### src/rtl/nibble_alu.sv
module nibble_alu (
  input  logic       clk,
  input  logic       rst_n,
  input  logic       exec,
  input  logic [3:0] opcode,
  input  logic [3:0] opa,
  input  logic [3:0] opb,
  input  logic       dec_mode,
  input  logic       cmp_mode,
  output logic [3:0] result,
  output logic       wr_en,
  output logic       skip,
  output logic       cy,
  output logic       zf
);

  localparam logic [3:0] OP_ADD  = 4'd0,  OP_ADDC = 4'd1,  OP_SUB  = 4'd2,  OP_SUBC = 4'd3;
  localparam logic [3:0] OP_AND  = 4'd4,  OP_OR   = 4'd5,  OP_XOR  = 4'd6;
  localparam logic [3:0] OP_TONE = 4'd7,  OP_TZRO = 4'd8,  OP_EQ   = 4'd9,  OP_NE   = 4'd10;
  localparam logic [3:0] OP_GE   = 4'd11, OP_LT   = 4'd12, OP_ROR  = 4'd13;

  logic cy_q, z_q;
  logic is_arith, is_logic, is_cmp, is_ror;
  logic cin;
  logic [4:0] raw_add, raw_sub;
  logic [3:0] ar_res;
  logic       ar_c;
  logic       cond;
  logic       cy_d, z_d;

  assign is_arith = (opcode <= OP_SUBC);
  assign is_logic = (opcode == OP_AND) || (opcode == OP_OR) || (opcode == OP_XOR);
  assign is_cmp   = (opcode >= OP_EQ) && (opcode <= OP_LT);
  assign is_ror   = (opcode == OP_ROR);

  assign cin     = opcode[0] & cy_q;
  assign raw_add = {1'b0, opa} + {1'b0, opb} + {4'd0, cin};
  assign raw_sub = {1'b0, opa} - {1'b0, opb} - {4'd0, cin};

  always_comb begin
    if (!opcode[1]) begin
      if (dec_mode && raw_add > 5'd9) begin
        ar_res = raw_add[3:0] + 4'd6;
        ar_c   = 1'b1;
      end else begin
        ar_res = raw_add[3:0];
        ar_c   = raw_add[4];
      end
    end else begin
      ar_c   = raw_sub[4];
      ar_res = (dec_mode && raw_sub[4]) ? raw_sub[3:0] - 4'd6 : raw_sub[3:0];
    end
  end

  always_comb begin
    result = 4'd0;
    cond   = 1'b0;
    unique case (opcode)
      OP_ADD, OP_ADDC, OP_SUB, OP_SUBC: result = ar_res;
      OP_AND:  result = opa & opb;
      OP_OR:   result = opa | opb;
      OP_XOR:  result = opa ^ opb;
      OP_TONE: cond = ((opa & opb) == opb);
      OP_TZRO: cond = ((opa & opb) == 4'd0);
      OP_EQ:   cond = (opa == opb);
      OP_NE:   cond = (opa != opb);
      OP_GE:   cond = (opa >= opb);
      OP_LT:   cond = (opa < opb);
      OP_ROR:  result = {cy_q, opa[3:1]};
      default: ;
    endcase
  end

  assign wr_en = exec && ((is_arith && !cmp_mode) || is_logic || is_ror);
  assign skip  = exec && cond;

  always_comb begin
    cy_d = cy_q;
    z_d  = z_q;
    if (exec && is_arith) begin
      cy_d = ar_c;
      if (ar_res != 4'd0) z_d = 1'b0;
      else if (!cmp_mode) z_d = 1'b1;
    end else if (exec && is_ror) begin
      cy_d = opa[0];
    end
  end

  always_ff @(posedge clk or negedge rst_n) begin
    if (!rst_n) begin
      cy_q <= 1'b0;
      z_q  <= 1'b0;
    end else begin
      cy_q <= cy_d;
      z_q  <= z_d;
    end
  end

  assign cy = cy_q;
  assign zf = z_q;

  a_r8_cmp_keeps_flags: assert property (@(posedge clk) disable iff (!rst_n)
    exec && is_cmp |=> $stable(cy) && $stable(zf));
  a_r6_logic_keeps_flags: assert property (@(posedge clk) disable iff (!rst_n)
    exec && is_logic |=> $stable(cy) && $stable(zf));
  a_r5_cmp_zero_holds: assert property (@(posedge clk) disable iff (!rst_n)
    exec && is_arith && cmp_mode && result == 4'd0 |=> $stable(zf));
  a_r5_nonzero_clears: assert property (@(posedge clk) disable iff (!rst_n)
    exec && is_arith && result != 4'd0 |=> !zf);
  a_r9_ror_carry: assert property (@(posedge clk) disable iff (!rst_n)
    exec && is_ror |=> cy == $past(opa[0]));
  a_r4_cmp_no_write: assert property (@(posedge clk) disable iff (!rst_n)
    exec && is_arith && cmp_mode |-> !wr_en);
  a_r10_idle_flags: assert property (@(posedge clk) disable iff (!rst_n)
    !exec |=> $stable(cy) && $stable(zf));

endmodule

### config.mk
export PLATFORM = sky130hd
export DESIGN_NAME = nibble_alu
export DESIGN_NICKNAME = d
export VERILOG_FILES = /design/src/rtl/nibble_alu.sv
export SDC_FILE = /design/constraint.sdc
export NUM_CORES = 1
export LEC_CHECK = 0
export CORE_UTILIZATION = 50
export CTS_BUF_LIST = sky130_fd_sc_hd__clkbuf_8
export DETAILED_ROUTE_END_ITERATION = 8
export PLACE_DENSITY = 0.78
export SLEW_MARGIN = 0
export SYNTH_ARGS = -nofsm -noshare
export SYNTH_HDL_FRONTEND = slang
export SYNTH_SLANG_ARGS = --single-unit
### constraint.sdc
create_clock -name clk -period 8.75 [get_ports clk]
set_input_delay 1.3125 -clock clk [delete_from_list [all_inputs] [get_ports clk]]
set_output_delay 1.3125 -clock clk [all_outputs]
set_load 0.01 [all_outputs]
# Yosys cells after proc, flatten, opt, wreduce, memory -nomap -nowiden

Cells that the tools add are included.

Bits in registers: 2
Output and inout port bits: 8
Input port bits: 17
Logic and storage cells: 62

Muxes and demuxes: 11
$add $sub $neg: 6
Eq/ne operators: 17
Order comparisons: 4
Bitwise gates (word level): 4
Reduce and logical (&&, ||, !) cells: 18

Operators with widths:

| cell                                                          | count |
|---|---|
| == test 4 bit, second input constant                          | 6 |
| case mux 4 bit (5 select lines)                               | 1 |
| == test 4 x 3 -> 1 bit, second input constant                 | 4 |
| two-way mux 4 bit                                             | 3 |
| == test 4 x 2 -> 1 bit, second input constant                 | 2 |
| == test 4 bit                                                 | 2 |
| logical NOT 4 bit                                             | 2 |
| logical AND 1 bit                                             | 7 |
| two-way mux 1 bit                                             | 6 |
| case mux 1 bit (6 select lines)                               | 1 |
| adder 4 x 4 -> 5 bit                                          | 1 |
| adder 5 x 1 -> 5 bit                                          | 1 |
| greater-than comparator 5 x 4 -> 1 bit, second input constant | 1 |
| subtractor 4 x 4 -> 5 bit                                     | 1 |
| subtractor 5 x 1 -> 5 bit                                     | 1 |
| adder 4 x 3 -> 4 bit, second input constant                   | 1 |
| AND 4 bit                                                     | 1 |
| == test 4 x 1 -> 1 bit, second input constant                 | 1 |
| >= comparator 4 bit                                           | 1 |
| <= comparator 4 x 2 -> 1 bit, second input constant           | 1 |
| logical OR 1 bit                                              | 4 |
| less-than comparator 4 bit                                    | 1 |
| != test 4 bit                                                 | 1 |
| bitwise OR 4 bit                                              | 1 |
| 9 further kinds                                               | 9 |

# Depth between registers and ports, before layout

Depth after elaboration: 9
Gate-level depth with buffers: 12
Mapped depth without buffers: 11

# Worst setup path after synthesis

Ideal clock, no wire load.

Path type: input port to output port
From: input opcode[0]
To: output result[2]
Stages on the path: 12
Path buffers: 1
Required time: 7.438 ns
Slack: 3.475 ns
Arrival: 3.962 ns
Path through: clkbuf_1 > nand2_1 > inv_1 > fa_1 > fa_1 > xnor2_2 > ha_1 > a221oi_4 > a311oi_1 > a211oi_2 > a211oi_1 > o31ai_2

Word-level cells in the longest chain between the ends: 7
Elaborated cells between the ends (all ways): 21
Classes of those cells: add/sub: 4; order compare: 1; eq/ne: 7; mux: 4; bitwise: 1; reduce/logical: 4

RTL lines:

| element                                | line | source |
|---|---|---|
| start, declared                        | 5    | `input logic [3:0] opcode,` |
| AND 1 bit                              | 36   | `assign cin = opcode[0] & cy_q;` |
| adder 5 x 1 -> 5 bit                   | 37   | `assign raw_add = {1'b0, opa} + {1'b0, opb} + {4'd0, cin};` |
| greater-than comparator 5 x 4 -> 1 bit | 42   | `if (dec_mode && raw_add > 5'd9) begin` |
| logical AND 1 bit                      | 42   |  |
| two-way mux 4 bit                      | 42   |  |
| two-way mux 4 bit                      | 41   | `if (!opcode[1]) begin` |
| case mux 4 bit (5 select lines) *      | 58   | `unique case (opcode)` |
| end, declared                          | 10   | `output logic [3:0] result,` |

Mark *: on every way between the ends. The rest lies on a longest branch, timed or not.

# Final worst setup path

Ends and elaborated chain as after synthesis.

==> results.txt <==
Sequential elements use 4.149% of the synthesized area. The top flip-flop cell by instance count after synthesis is sky130_fd_sc_hd__dfrtp_1. Global routing used 28.31% of the available tracks across all layers. For flop-to-flop paths, the worst setup slack is 5590 ps.

The number of detailed-route iterations in the first pass is 4. The tree is rooted in a sky130_fd_sc_hd__clkbuf_8. Traced cell by cell, the critical path runs through clkdlybuf4s50_1 > nand2_1 > inv_1 > fa_1 > fa_1 > xnor2_2 > ha_1 > a221oi_4 > a311oi_1 > a211oi_2 > a211oi_1 > o31ai_2 > clkdlybuf4s50_1. The synthesized area divided by synthesized cell count is 7.355 um^2. Row generation in the floorplan step produced 17 rows. The capturing instance or port of the critical path is result[2]. The remaining antenna violation count is 0. On the worst path, the slowest cell contributes a delay of 580 ps.

In this run the tightest slew margin relative to its limit is 56.34%. The area of the placeable core is 2233 um^2. The worst path arrival time is 5160 ps. The number of placed instances, taps included came out at 209.

The area taken by multi-input logic gates came out at 1039 um^2. Summed over all layers, the routed wires come to 3333 um. Once the floorplan was initialized, standard cells occupied 54.01% of the core. The count of final hold-check violations is 0.

The die area is 2613 um^2. The number of antenna violations at the first check in global routing was 0. The worst register-to-register path begins at cy$_DFFE_PN0P_. The repair_antennas step left the layout with diodes totalling 0.

Yosys mapped the design onto 48 distinct sky130hd cell types. The top-area cell type share of the netlist area is 19.71%. The number of max-cap violations came out at 0. Among all stages on the critical path, the largest delay is contributed by sky130_fd_sc_hd__clkdlybuf4s50_1. The sequential cells in the finished layout cover a total of 50.05 um^2. Yosys attributes the largest share of cell area to sky130_fd_sc_hd__ha_1, sky130_fd_sc_hd__fa_1, sky130_fd_sc_hd__inv_1. The final route contains 1337 vias. The number of H-tree levels came out at 1. Summed over all cells, the static leakage comes to 0.6550 nW. On the final layout, the worst clock skew is 4.494 ps. The flow ran to the end, and the final reports show no timing, DRC or antenna violations. The proportion of synthesized flip-flops having asynchronous set or reset is 100.0%. At the pin with the least slew margin, the transition time is 652.9 ps. The mapped netlist covers 1206 um^2.

The synthesized design contains 2 register bits. The finished layout cell area is 1484 um^2. The fraction of layout instances using a drive strength above 1 came out at 7.609%. Hold repair after CTS inserted 0 buffers.

The clock net sink count came out at 2. At the worst endpoint, the required time is 7440 ps. The design draws 0.0001779 W. TritonCTS built the clock tree. The maximum number of pins on one net before global-route repair is 20. The highest net fanout along the worst path came out at 10.

Timing would allow up to 0.1545 GHz. The library cell with the largest summed area after synthesis is sky130_fd_sc_hd__ha_1. The part of the cycle the worst path needs is 73.97%. The max-slew violation count came out at 0. The total power divided by cell area came out at 119.9 nW/um^2. Post-CTS timing repair inserted 0 buffers for setup. The category of the worst setup path launch point is a primary input. The half-perimeter wire length after detailed placement is 2738 um.

Clock tree synthesis inserted a total of 3 buffers. The number of nets in the synthesized netlist is 204. The number of global-route vias before repair is 1280.

The number of buffers and inverters on the critical path came out at 3. Clock-pin slew was measured on the worst setup and hold paths at 20 ps. The peak supply drop is 0.1103 mV. The number of synthesized flops with an enable pin is 0.

The number of non-filler instances in the completed layout came out at 212. The final critical path time including I/O delays and setup came out at 6473 ps. The routed via count divided by cell count came out at 6.307. After filler insertion, the fill cell instance count of the layout stands at 198. The final setup violation count is 0.

Leaving out fill and tap cells, the most frequent cell in the layout is sky130_fd_sc_hd__clkdlybuf4s50_1. The library cells used most frequently in the layout, excluding fill and tap cells, are sky130_fd_sc_hd__clkdlybuf4s50_1, sky130_fd_sc_hd__inv_1, sky130_fd_sc_hd__ha_1. Tracing the worst setup path back leads to its startpoint at opcode[0]. At the later pin of the worst-skew pair, clock insertion delay measures 210 ps. The min-delay analysis places its worst path in the category flip-flop to flip-flop.

The number of instances resized during post-cts repair came out at 0. The congestion estimate from routability-driven global placement came to 0.8953. The sum of negative setup slack came out at 0 ps. The setup path with the least slack is of type primary input to primary output. The die is 51.12 um wide.

The overflow left after global routing came out at 0. The maximum number of buffers from clock root to sink is 2. The worst setup path is captured at a primary output. The synthesis-to-layout area growth came out at 23.03%. The synthesized netlist cell count is 164. The post-place instance area came out at 1443 um^2. During placement, the flow inserted port buffers numbering 24. Setup repair after global routing left no endpoint under its margin.

The depth of the worst register-to-register path came out at 11. The worst register-to-register path ends at zf$_DFFE_PN0P_. The Yosys step of the flow raised 0 warnings. The cell family contributing the most delay on the critical path is buffers and inverters. The number of DRC violations after detailed-routing iteration 0 came out at 61. The total stage count of the critical path came out at 13. The routed length per instance is 15.72 um. The overall die height is 51.12 um. The first global-routing pass estimated 5616 um of wire. In the routed design, unresolved DRC markers number 0.

The number of top-level pins came out at 25. For this run, the post-layout net count is 226.
==> stage by stage <==
step / hold slack (ps) / worst slack [ps] / util, %
floorplan: 551.2 / 3475 / -
global placement: 526.0 / 2437 / 64.59
detailed placement: 539.1 / 2310 / 64.59
CTS: 541.7 / 2306 / 66.44
global route: 574.2 / 2063 / 66.44
finish: 544.0 / 2277 / 66.44
==> kinds of logic (layout without fill, tap and decap cells) <==
logic type	after synthesis	count (layout)	synth area share, %
flops	2	2	4.150
mux	2	2	1.867
compound gates	51	51	30.50
buf+inv	28	48	9.751
fa+ha+maj	23	23	26.35
simple gates	51	51	21.68
xor+xnor	7	7	5.706
==> layer usage <==
| metal | vias up | wire length [um] | track usage (%) |
|---|---|---|---|
| li1 | 633 | - | - |
| met1 | 610 | 1314 | 32.68 |
| met2 | 80 | 1647 | 51.54 |
| met3 | 14 | 293 | 5.060 |
| met4 | 0 | 78 | 9.722 |
| met5 | - | 0 | 0 |
==> flip-flops by register name, summed over array words and instances (netlist names) <==
register,flops
cy,1
zf,1
==> power breakdown <==
group	leakage, nW	switching (W)	internal [W]	total (W)
combinational	0.608	0.0000665	0.0000590	0.000125
clock	0.0216	0.00000706	0.0000291	0.0000361
sequential	0.0254	0.00000354	0.0000127	0.0000163
==> area by class of cell <==
class                   instances  share of cell area [%]
inverters                      21                   5.312
multi-input cells             134                   69.98
well taps                      28                   2.361
flip-flops and latches          2                   3.373
repair buffers                 24                   16.19
clock buffers                   3                   2.782
==> synth_stat cells (all sizes together) (4+ instances only) <==
master / instances
o21ai: 14
clkbuf: 4
ha: 19
fa: 4
inv: 21
nand2: 14
nor2: 12
nor3: 5
a21oi: 11
xnor2: 5
==> worst min-delay path by stage <==
stage | from | end | slack, ps | cells past startpoint
3_5_place_dp | zf$_DFFE_PN0P_ | zf$_DFFE_PN0P_ | 540 | 1
2_1_floorplan | zf$_DFFE_PN0P_ | zf$_DFFE_PN0P_ | 550 | 1
6_report | zf$_DFFE_PN0P_ | zf$_DFFE_PN0P_ | 540 | 1
4_1_cts | zf$_DFFE_PN0P_ | zf$_DFFE_PN0P_ | 540 | 1
3_3_place_gp | zf$_DFFE_PN0P_ | zf$_DFFE_PN0P_ | 530 | 1
5_1_grt | zf$_DFFE_PN0P_ | zf$_DFFE_PN0P_ | 570 | 1
No activity file was read; power rests on OpenSTA's default activity.
